## src/rtl/rpl_pkg.sv

```systemverilog
package rpl_pkg;

    typedef enum logic [1:0] {
        RS_IDLE  = 2'd0,
        RS_ISSUE = 2'd1,
        RS_WAIT  = 2'd2
    } rpl_state_e;

endpackage

```

## src/rtl/rpl_ncfg.sv

```systemverilog
module rpl_ncfg #(
    parameter int DEPTH = 5,
    parameter int DEF_N = 2,
    parameter int NW    = $clog2(DEPTH + 1)
) (
    input  logic          clk,
    input  logic          rst_n,
    input  logic          wr,
    input  logic [NW-1:0] wdata,
    output logic [NW-1:0] n_q
);

    localparam logic [NW-1:0] N_MAX = NW'(DEPTH);
    localparam logic [NW-1:0] N_RST = NW'(DEF_N);

    logic [NW-1:0] clamped;

    always_comb begin
        if (wdata == '0)
            clamped = NW'(1);
        else if (wdata > N_MAX)
            clamped = N_MAX;
        else
            clamped = wdata;
    end

    always_ff @(posedge clk) begin
        if (!rst_n)
            n_q <= N_RST;
        else if (wr)
            n_q <= clamped;
    end


    n_range_chk: assert property (@(posedge clk) disable iff (!rst_n)
        (n_q != '0) && (n_q <= N_MAX));

endmodule

```

## src/rtl/rpl_fsm.sv

```systemverilog
module rpl_fsm
    import rpl_pkg::*;
#(
    parameter int DEPTH = 5,
    parameter int NW    = $clog2(DEPTH + 1),
    parameter int SEQ_W = 4
) (
    input  logic             clk,
    input  logic             rst_n,
    input  logic [NW-1:0]    n_cur,
    input  logic             wb_vld,
    input  logic [SEQ_W-1:0] wb_seq,
    input  logic             wb_err,
    output logic             fire,
    output logic             replica,
    output logic [SEQ_W-1:0] seq,
    output logic             stall,
    output logic             acc_err,
    output logic             esc_pulse,
    output logic             fatal
);

    localparam logic [NW-1:0] N_DEPTH = NW'(DEPTH);
    localparam logic [NW-1:0] ONE_N   = NW'(1);

    rpl_state_e       state_q, state_d;
    logic [NW-1:0]    idx_q, idx_d;
    logic [NW-1:0]    tot_q, tot_d;
    logic             esc_q, esc_d;
    logic [SEQ_W-1:0] vseq_q, vseq_d;
    logic [SEQ_W-1:0] seq_q, seq_d;
    logic             fatal_q, fatal_d;
    logic             last_copy;
    logic             valid_hit;

    assign last_copy = (idx_q == tot_q - ONE_N);
    assign valid_hit = wb_vld && (wb_seq == vseq_q);

    // next-state and datapath decisions
    always_comb begin
        state_d   = state_q;
        idx_d     = idx_q;
        tot_d     = tot_q;
        esc_d     = esc_q;
        vseq_d    = vseq_q;
        seq_d     = seq_q;
        fatal_d   = fatal_q;
        acc_err   = 1'b0;
        esc_pulse = 1'b0;
        unique case (state_q)
            RS_IDLE: begin
                if (wb_vld && wb_err) begin
                    state_d = RS_ISSUE;
                    idx_d   = '0;
                    tot_d   = n_cur;
                    esc_d   = 1'b0;
                    acc_err = 1'b1;
                end
            end
            RS_ISSUE: begin
                seq_d = seq_q + SEQ_W'(1);
                idx_d = idx_q + ONE_N;
                if (last_copy) begin
                    vseq_d  = seq_q;
                    state_d = RS_WAIT;
                end
            end
            RS_WAIT: begin
                if (valid_hit) begin
                    if (!wb_err) begin
                        state_d = RS_IDLE;
                    end else if (!esc_q) begin
                        acc_err   = 1'b1;
                        esc_pulse = 1'b1;
                        esc_d     = 1'b1;
                        tot_d     = N_DEPTH;
                        idx_d     = '0;
                        state_d   = RS_ISSUE;
                    end else begin
                        acc_err = 1'b1;
                        fatal_d = 1'b1;
                        state_d = RS_IDLE;
                    end
                end
            end
            default: state_d = RS_IDLE;
        endcase
    end

    // state register
    always_ff @(posedge clk) begin
        if (!rst_n) begin
            state_q <= RS_IDLE;
            idx_q   <= '0;
            tot_q   <= ONE_N;
            esc_q   <= 1'b0;
            vseq_q  <= '0;
            seq_q   <= '0;
            fatal_q <= 1'b0;
        end else begin
            state_q <= state_d;
            idx_q   <= idx_d;
            tot_q   <= tot_d;
            esc_q   <= esc_d;
            vseq_q  <= vseq_d;
            seq_q   <= seq_d;
            fatal_q <= fatal_d;
        end
    end

    // outputs
    always_comb begin
        fire    = 1'b0;
        replica = 1'b0;
        stall   = 1'b1;
        unique case (state_q)
            RS_IDLE:  stall = 1'b0;
            RS_ISSUE: begin
                fire    = 1'b1;
                replica = !last_copy;
            end
            RS_WAIT:  ;
            default:  stall = 1'b0;
        endcase
        seq   = seq_q;
        fatal = fatal_q;
    end


    valid_last_chk: assert property (@(posedge clk) disable iff (!rst_n)
        (fire && !replica) |=> !fire);


    issue_gapless_chk: assert property (@(posedge clk) disable iff (!rst_n)
        (fire && replica) |=> fire);


    seq_step_chk: assert property (@(posedge clk) disable iff (!rst_n)
        fire |=> (seq == $past(seq) + SEQ_W'(1)));


    replica_drop_chk: assert property (@(posedge clk) disable iff (!rst_n)
        (state_q == RS_WAIT && wb_vld && wb_seq != vseq_q) |=> (state_q == RS_WAIT));


    fatal_sticky_chk: assert property (@(posedge clk) disable iff (!rst_n)
        fatal |=> fatal);

endmodule

```

## src/rtl/rpl_stats.sv

```systemverilog
module rpl_stats #(
    parameter int CNT_W = 16
) (
    input  logic             clk,
    input  logic             rst_n,
    input  logic             busy,
    input  logic             inc_err,
    input  logic             inc_esc,
    output logic [CNT_W-1:0] err_cnt,
    output logic [CNT_W-1:0] esc_cnt,
    output logic [CNT_W-1:0] rec_cyc
);

    localparam logic [CNT_W-1:0] STEP = CNT_W'(1);

    always_ff @(posedge clk) begin
        if (!rst_n) begin
            err_cnt <= '0;
            esc_cnt <= '0;
            rec_cyc <= '0;
        end else begin
            if (inc_err) err_cnt <= err_cnt + STEP;
            if (inc_esc) esc_cnt <= esc_cnt + STEP;
            if (busy)    rec_cyc <= rec_cyc + STEP;
        end
    end


    esc_step_chk: assert property (@(posedge clk) disable iff (!rst_n)
        !$stable(esc_cnt) |-> (esc_cnt == $past(esc_cnt) + STEP));


    rec_step_chk: assert property (@(posedge clk) disable iff (!rst_n)
        busy |=> (rec_cyc == $past(rec_cyc) + STEP));

endmodule

```

## src/rtl/rpl_ctrl.sv

```systemverilog
module rpl_ctrl #(
    parameter int DEPTH = 5,
    parameter int DEF_N = 2,
    parameter int SEQ_W = 4,
    parameter int CNT_W = 16,
    localparam int NW   = $clog2(DEPTH + 1)
) (
    input  logic             clk,
    input  logic             rst_n,
    input  logic             n_wr,
    input  logic [NW-1:0]    n_wdata,
    input  logic             wb_vld,
    input  logic [SEQ_W-1:0] wb_seq,
    input  logic             wb_err,
    output logic             stall_o,
    output logic             rpl_fire,
    output logic             rpl_replica,
    output logic [SEQ_W-1:0] rpl_seq,
    output logic [CNT_W-1:0] err_cnt,
    output logic [CNT_W-1:0] esc_cnt,
    output logic [CNT_W-1:0] rec_cyc,
    output logic             fatal_o
);

    logic [NW-1:0] n_cur;
    logic          acc_err;
    logic          esc_pulse;

    rpl_ncfg #(.DEPTH(DEPTH), .DEF_N(DEF_N), .NW(NW)) u_ncfg (
        .clk   (clk),
        .rst_n (rst_n),
        .wr    (n_wr),
        .wdata (n_wdata),
        .n_q   (n_cur)
    );

    rpl_fsm #(.DEPTH(DEPTH), .NW(NW), .SEQ_W(SEQ_W)) u_fsm (
        .clk       (clk),
        .rst_n     (rst_n),
        .n_cur     (n_cur),
        .wb_vld    (wb_vld),
        .wb_seq    (wb_seq),
        .wb_err    (wb_err),
        .fire      (rpl_fire),
        .replica   (rpl_replica),
        .seq       (rpl_seq),
        .stall     (stall_o),
        .acc_err   (acc_err),
        .esc_pulse (esc_pulse),
        .fatal     (fatal_o)
    );

    rpl_stats #(.CNT_W(CNT_W)) u_stats (
        .clk     (clk),
        .rst_n   (rst_n),
        .busy    (stall_o),
        .inc_err (acc_err),
        .inc_esc (esc_pulse),
        .err_cnt (err_cnt),
        .esc_cnt (esc_cnt),
        .rec_cyc (rec_cyc)
    );

endmodule

```

## config.mk

```make
export PLATFORM = sky130hd
export DESIGN_NAME = rpl_ctrl
export DESIGN_NICKNAME = d
export VERILOG_FILES = /design/src/rtl/rpl_pkg.sv /design/src/rtl/rpl_ncfg.sv /design/src/rtl/rpl_fsm.sv /design/src/rtl/rpl_stats.sv /design/src/rtl/rpl_ctrl.sv
export SDC_FILE = /design/constraint.sdc
export NUM_CORES = 1
export LEC_CHECK = 0
export BUFFER_PORTS_ARGS = -buffer_cell sky130_fd_sc_hd__buf_4
export CORE_ASPECT_RATIO = 1.4
export CORE_MARGIN = 3
export CORE_UTILIZATION = 30
export CTS_CLUSTER_SIZE = 24
export DETAILED_ROUTE_END_ITERATION = 8
export GPL_ROUTABILITY_DRIVEN = 0
export PLACE_DENSITY_LB_ADDON = 0.25
export SLEW_MARGIN = 10
export SYNTH_ARGS = -nofsm -noshare
export SYNTH_HDL_FRONTEND = slang
export SYNTH_SLANG_ARGS = --single-unit
```

## constraint.sdc

```tcl
create_clock -name clk -period 3.45 [get_ports clk]
set_input_delay 0.8625 -clock clk [delete_from_list [all_inputs] [get_ports clk]]
set_output_delay 0.8625 -clock clk [all_outputs]
set_load 0.01 [all_outputs]
```

==> metrics <==
final wirelength 7290 um; grt ovf 0; critical-path cell list inv_1 > ha_1 > xnor2_1 > or3_1 > and2_1 > buf_4; Post-synth top flop dfxtp_1; EDFF count, synth 0; synthesized area 0.00320 mm2; drt initial violations 97; R2R Setup Slk 1.15 ns; crit path launch u_fsm.tot_q[0]; final antenna-violating net count 0; die height 128 um; register bit total from synthesis 69; worst vdd ir 0.000305 V; row count 44; worst reg2reg path startpoint u_fsm.state_q[0]; hold_sp u_ncfg.n_q[1]; Placed Cells 573; Worst Path Required 2.59 ns; cts repair resizes 0; Tightest Hold Check Type reg -> reg; Initial Util 0.308; Final Critical Period 2.77 ns; Bufs and invs on worst path 2; gr usage total 0.127; layout net count 468; Synth Net Count 401; area of the multi-input gates 0.00172 mm2; drt first pass iters 4; fin crit share 0.803; Finish-stage setup viols 0; Root Driver clkbuf_16; maxcap violations 0; Syn Area/Cell 8.45 um2; CTS tree built; utilization after layout 0.396; Cell variety after synth 33; Ys Warns 0; Setup Skew 0.00947 ns; CTS sink cnt 69; Setup crit end kind output pin; Placed Area 0.00385 mm2; Pleak 1.62 nW; pin count of the biggest net entering global routing 26; hold buffer count at CTS 0; initial antenna violation count 0; Worst Path Arrival 1.91 ns; Slew Viols, Final 0; Synth async-reset ratio 0; ratio of cells with drive above 1 in the final layout 0.202; Design Area, Final 0.00412 mm2; Inserted Diodes 0; sum of negative setup slack 0 ns; DR WL/cell 12.4 um; outcome finished, final reports clean; first-pass GRT wire length 12200 um; DRC 0; critical path's top delay family simple AND/OR/NAND/NOR gates; Die X 93.3 um; vias in the first global route 2682; dpl hpwl 5420 um; critical path type reg -> out; pin slew with the least headroom to its limit 0.804 ns; Core Region 0.0104 mm2; Max Clk Rate 361 MHz; Post-Syn Instances 379; Clk Latency, worst-skew pair 0.33 ns; cts bufs inserted 9; Layout fillers 1069; Reg area 0.00138 mm2; Final Hold Fails 0; Vias per Instance 4.80; Max-slew headroom 0.464; clock tree buffer depth 2; routed via count 2830; sequential share of the synthesized area 0.431; Finished Layout Cells 589; Synth-to-Final Area Change 28.6%; H-tree levels 3; crit path max-delay cell type or3_1; die footprint 0.0120 mm2; RSZ-0062 raised after global routing no; Port Buffers 67; startpoint types flop; CP peak stage delay 0.42 ns; Clk pin slew, worst setup/hold paths 0.05 ns; power per cell area 501 mW/mm2; I/O pin count 68; CP max FO 3; post-CTS setup buffers 0
-- per-layer routing --
layer / GRT usage / share of wire / vias to the layer above
met2: 0.221 / 0.50 / 52
li1: - / - / 1463
met4: 0.0544 / 0.018 / 0
met3: 0.0341 / 0.045 / 12
met1: 0.143 / 0.43 / 1303
met5: 0 / 0 / -
-- tightest hold or removal path, cell delays in order (launching register included) --
cell and delay, ns:
dfxtp_1 0.31, nand2_1 0.05, a21oi_1 0.05
-- cell families (layout without fill, tap and decap cells) --
group	Yosys count	after routing	synth area share
buf+inv	28	100	0.0328
flops	69	69	0.431
fa+ha+maj	10	10	0.0391
simple gates	162	162	0.257
xor+xnor	39	39	0.107
compound gates	63	63	0.108
mux	8	8	0.0250
-- flip-flops by register name, summed over array words and instances (netlist names), 2 cells and up --
register / cells
u_fsm.idx_q: 3
u_fsm.seq: 4
u_fsm.state_q: 2
u_fsm.tot_q: 3
u_fsm.vseq_q: 4
u_ncfg.n_q: 3
u_stats.err_cnt: 16
u_stats.esc_cnt: 16
u_stats.rec_cyc: 16
-- area by class of cell --
| class | instances | area share |
|---|---|---|
| repair buffers | 71 | 0.129 |
| well taps | 138 | 0.0419 |
| multi-input cells | 282 | 0.416 |
| flip-flops and latches | 69 | 0.335 |
| clock buffers | 10 | 0.0556 |
| inverters | 13 | 0.0118 |
| clock inverters | 6 | 0.00942 |
-- cells in the final DEF, fill, tap and decap left out --
cell        count
clkinv_2        3
ha_1           10
nand3_1        15
and4_1          4
or2_2           2
nor2_1         49
nand2_1        28
or4_1           4
and3b_1         1
inv_1          12
buf_4          71
and4b_1         1
nor2b_1         1
a221oi_1        1
or3_1          20
inv_6           1
nor3_1         11
xor2_1         18
o31ai_1         5
or4b_1          1
xnor2_1        21
nand4_1         9
dfxtp_1        69
a2111o_1        1
clkbuf_1        1
inv_2           1
nor4_1          4
o211ai_1        2
and2_1          3
clkinvlp_4      2
mux2i_1         8
or4b_2          1
and3_1          7
clkbuf_16       9
o21ai_0        25
a21oi_1        27
nor4_2          1
a31oi_1         2
-- stage by stage --
| step | power [mW] | hold slack [ns] | setup WS [ns] |
|---|---|---|---|
| after detailed placement | 1.26 | 0.460 | 0.695 |
| after global placement | 1.25 | 0.449 | 0.741 |
| after CTS | 2.10 | 0.470 | 0.656 |
| after global routing | 2.18 | 0.493 | 0.594 |
| final | 2.06 | 0.459 | 0.681 |
| after floorplan | 1.13 | 0.428 | 0.767 |
-- Yosys cell counts, types with 7 or more instances --
library cell	n	area share
nor3_1	11	0.017
clkbuf_1	15	0.018
inv_1	12	0.014
a21oi_1	27	0.042
and3_1	7	0.014
o21ai_0	25	0.039
nand2_1	28	0.033
dfxtp_1	69	0.43
xnor2_1	21	0.057
nand3_1	15	0.023
nor2_1	49	0.057
nand4_1	9	0.018
ha_1	10	0.039
xor2_1	18	0.049
mux2i_1	8	0.025
or3_1	20	0.039
-- report_power, final --
part           switching (mW)  total [mW]  internal [mW]
sequential             0.0423       0.880          0.838
clock                   0.343       0.827          0.485
combinational           0.193       0.356          0.163
total                   0.578        2.06           1.48
-- path summary, 6_finish.rpt --
path | end | depth (start not counted)
max | rpl_replica | 6
min | u_fsm.tot_q[1] | 2
max reg2reg | u_stats.esc_cnt[15] | 7
min reg2reg | u_fsm.tot_q[1] | 2
(Power assumes the default switching activity.)
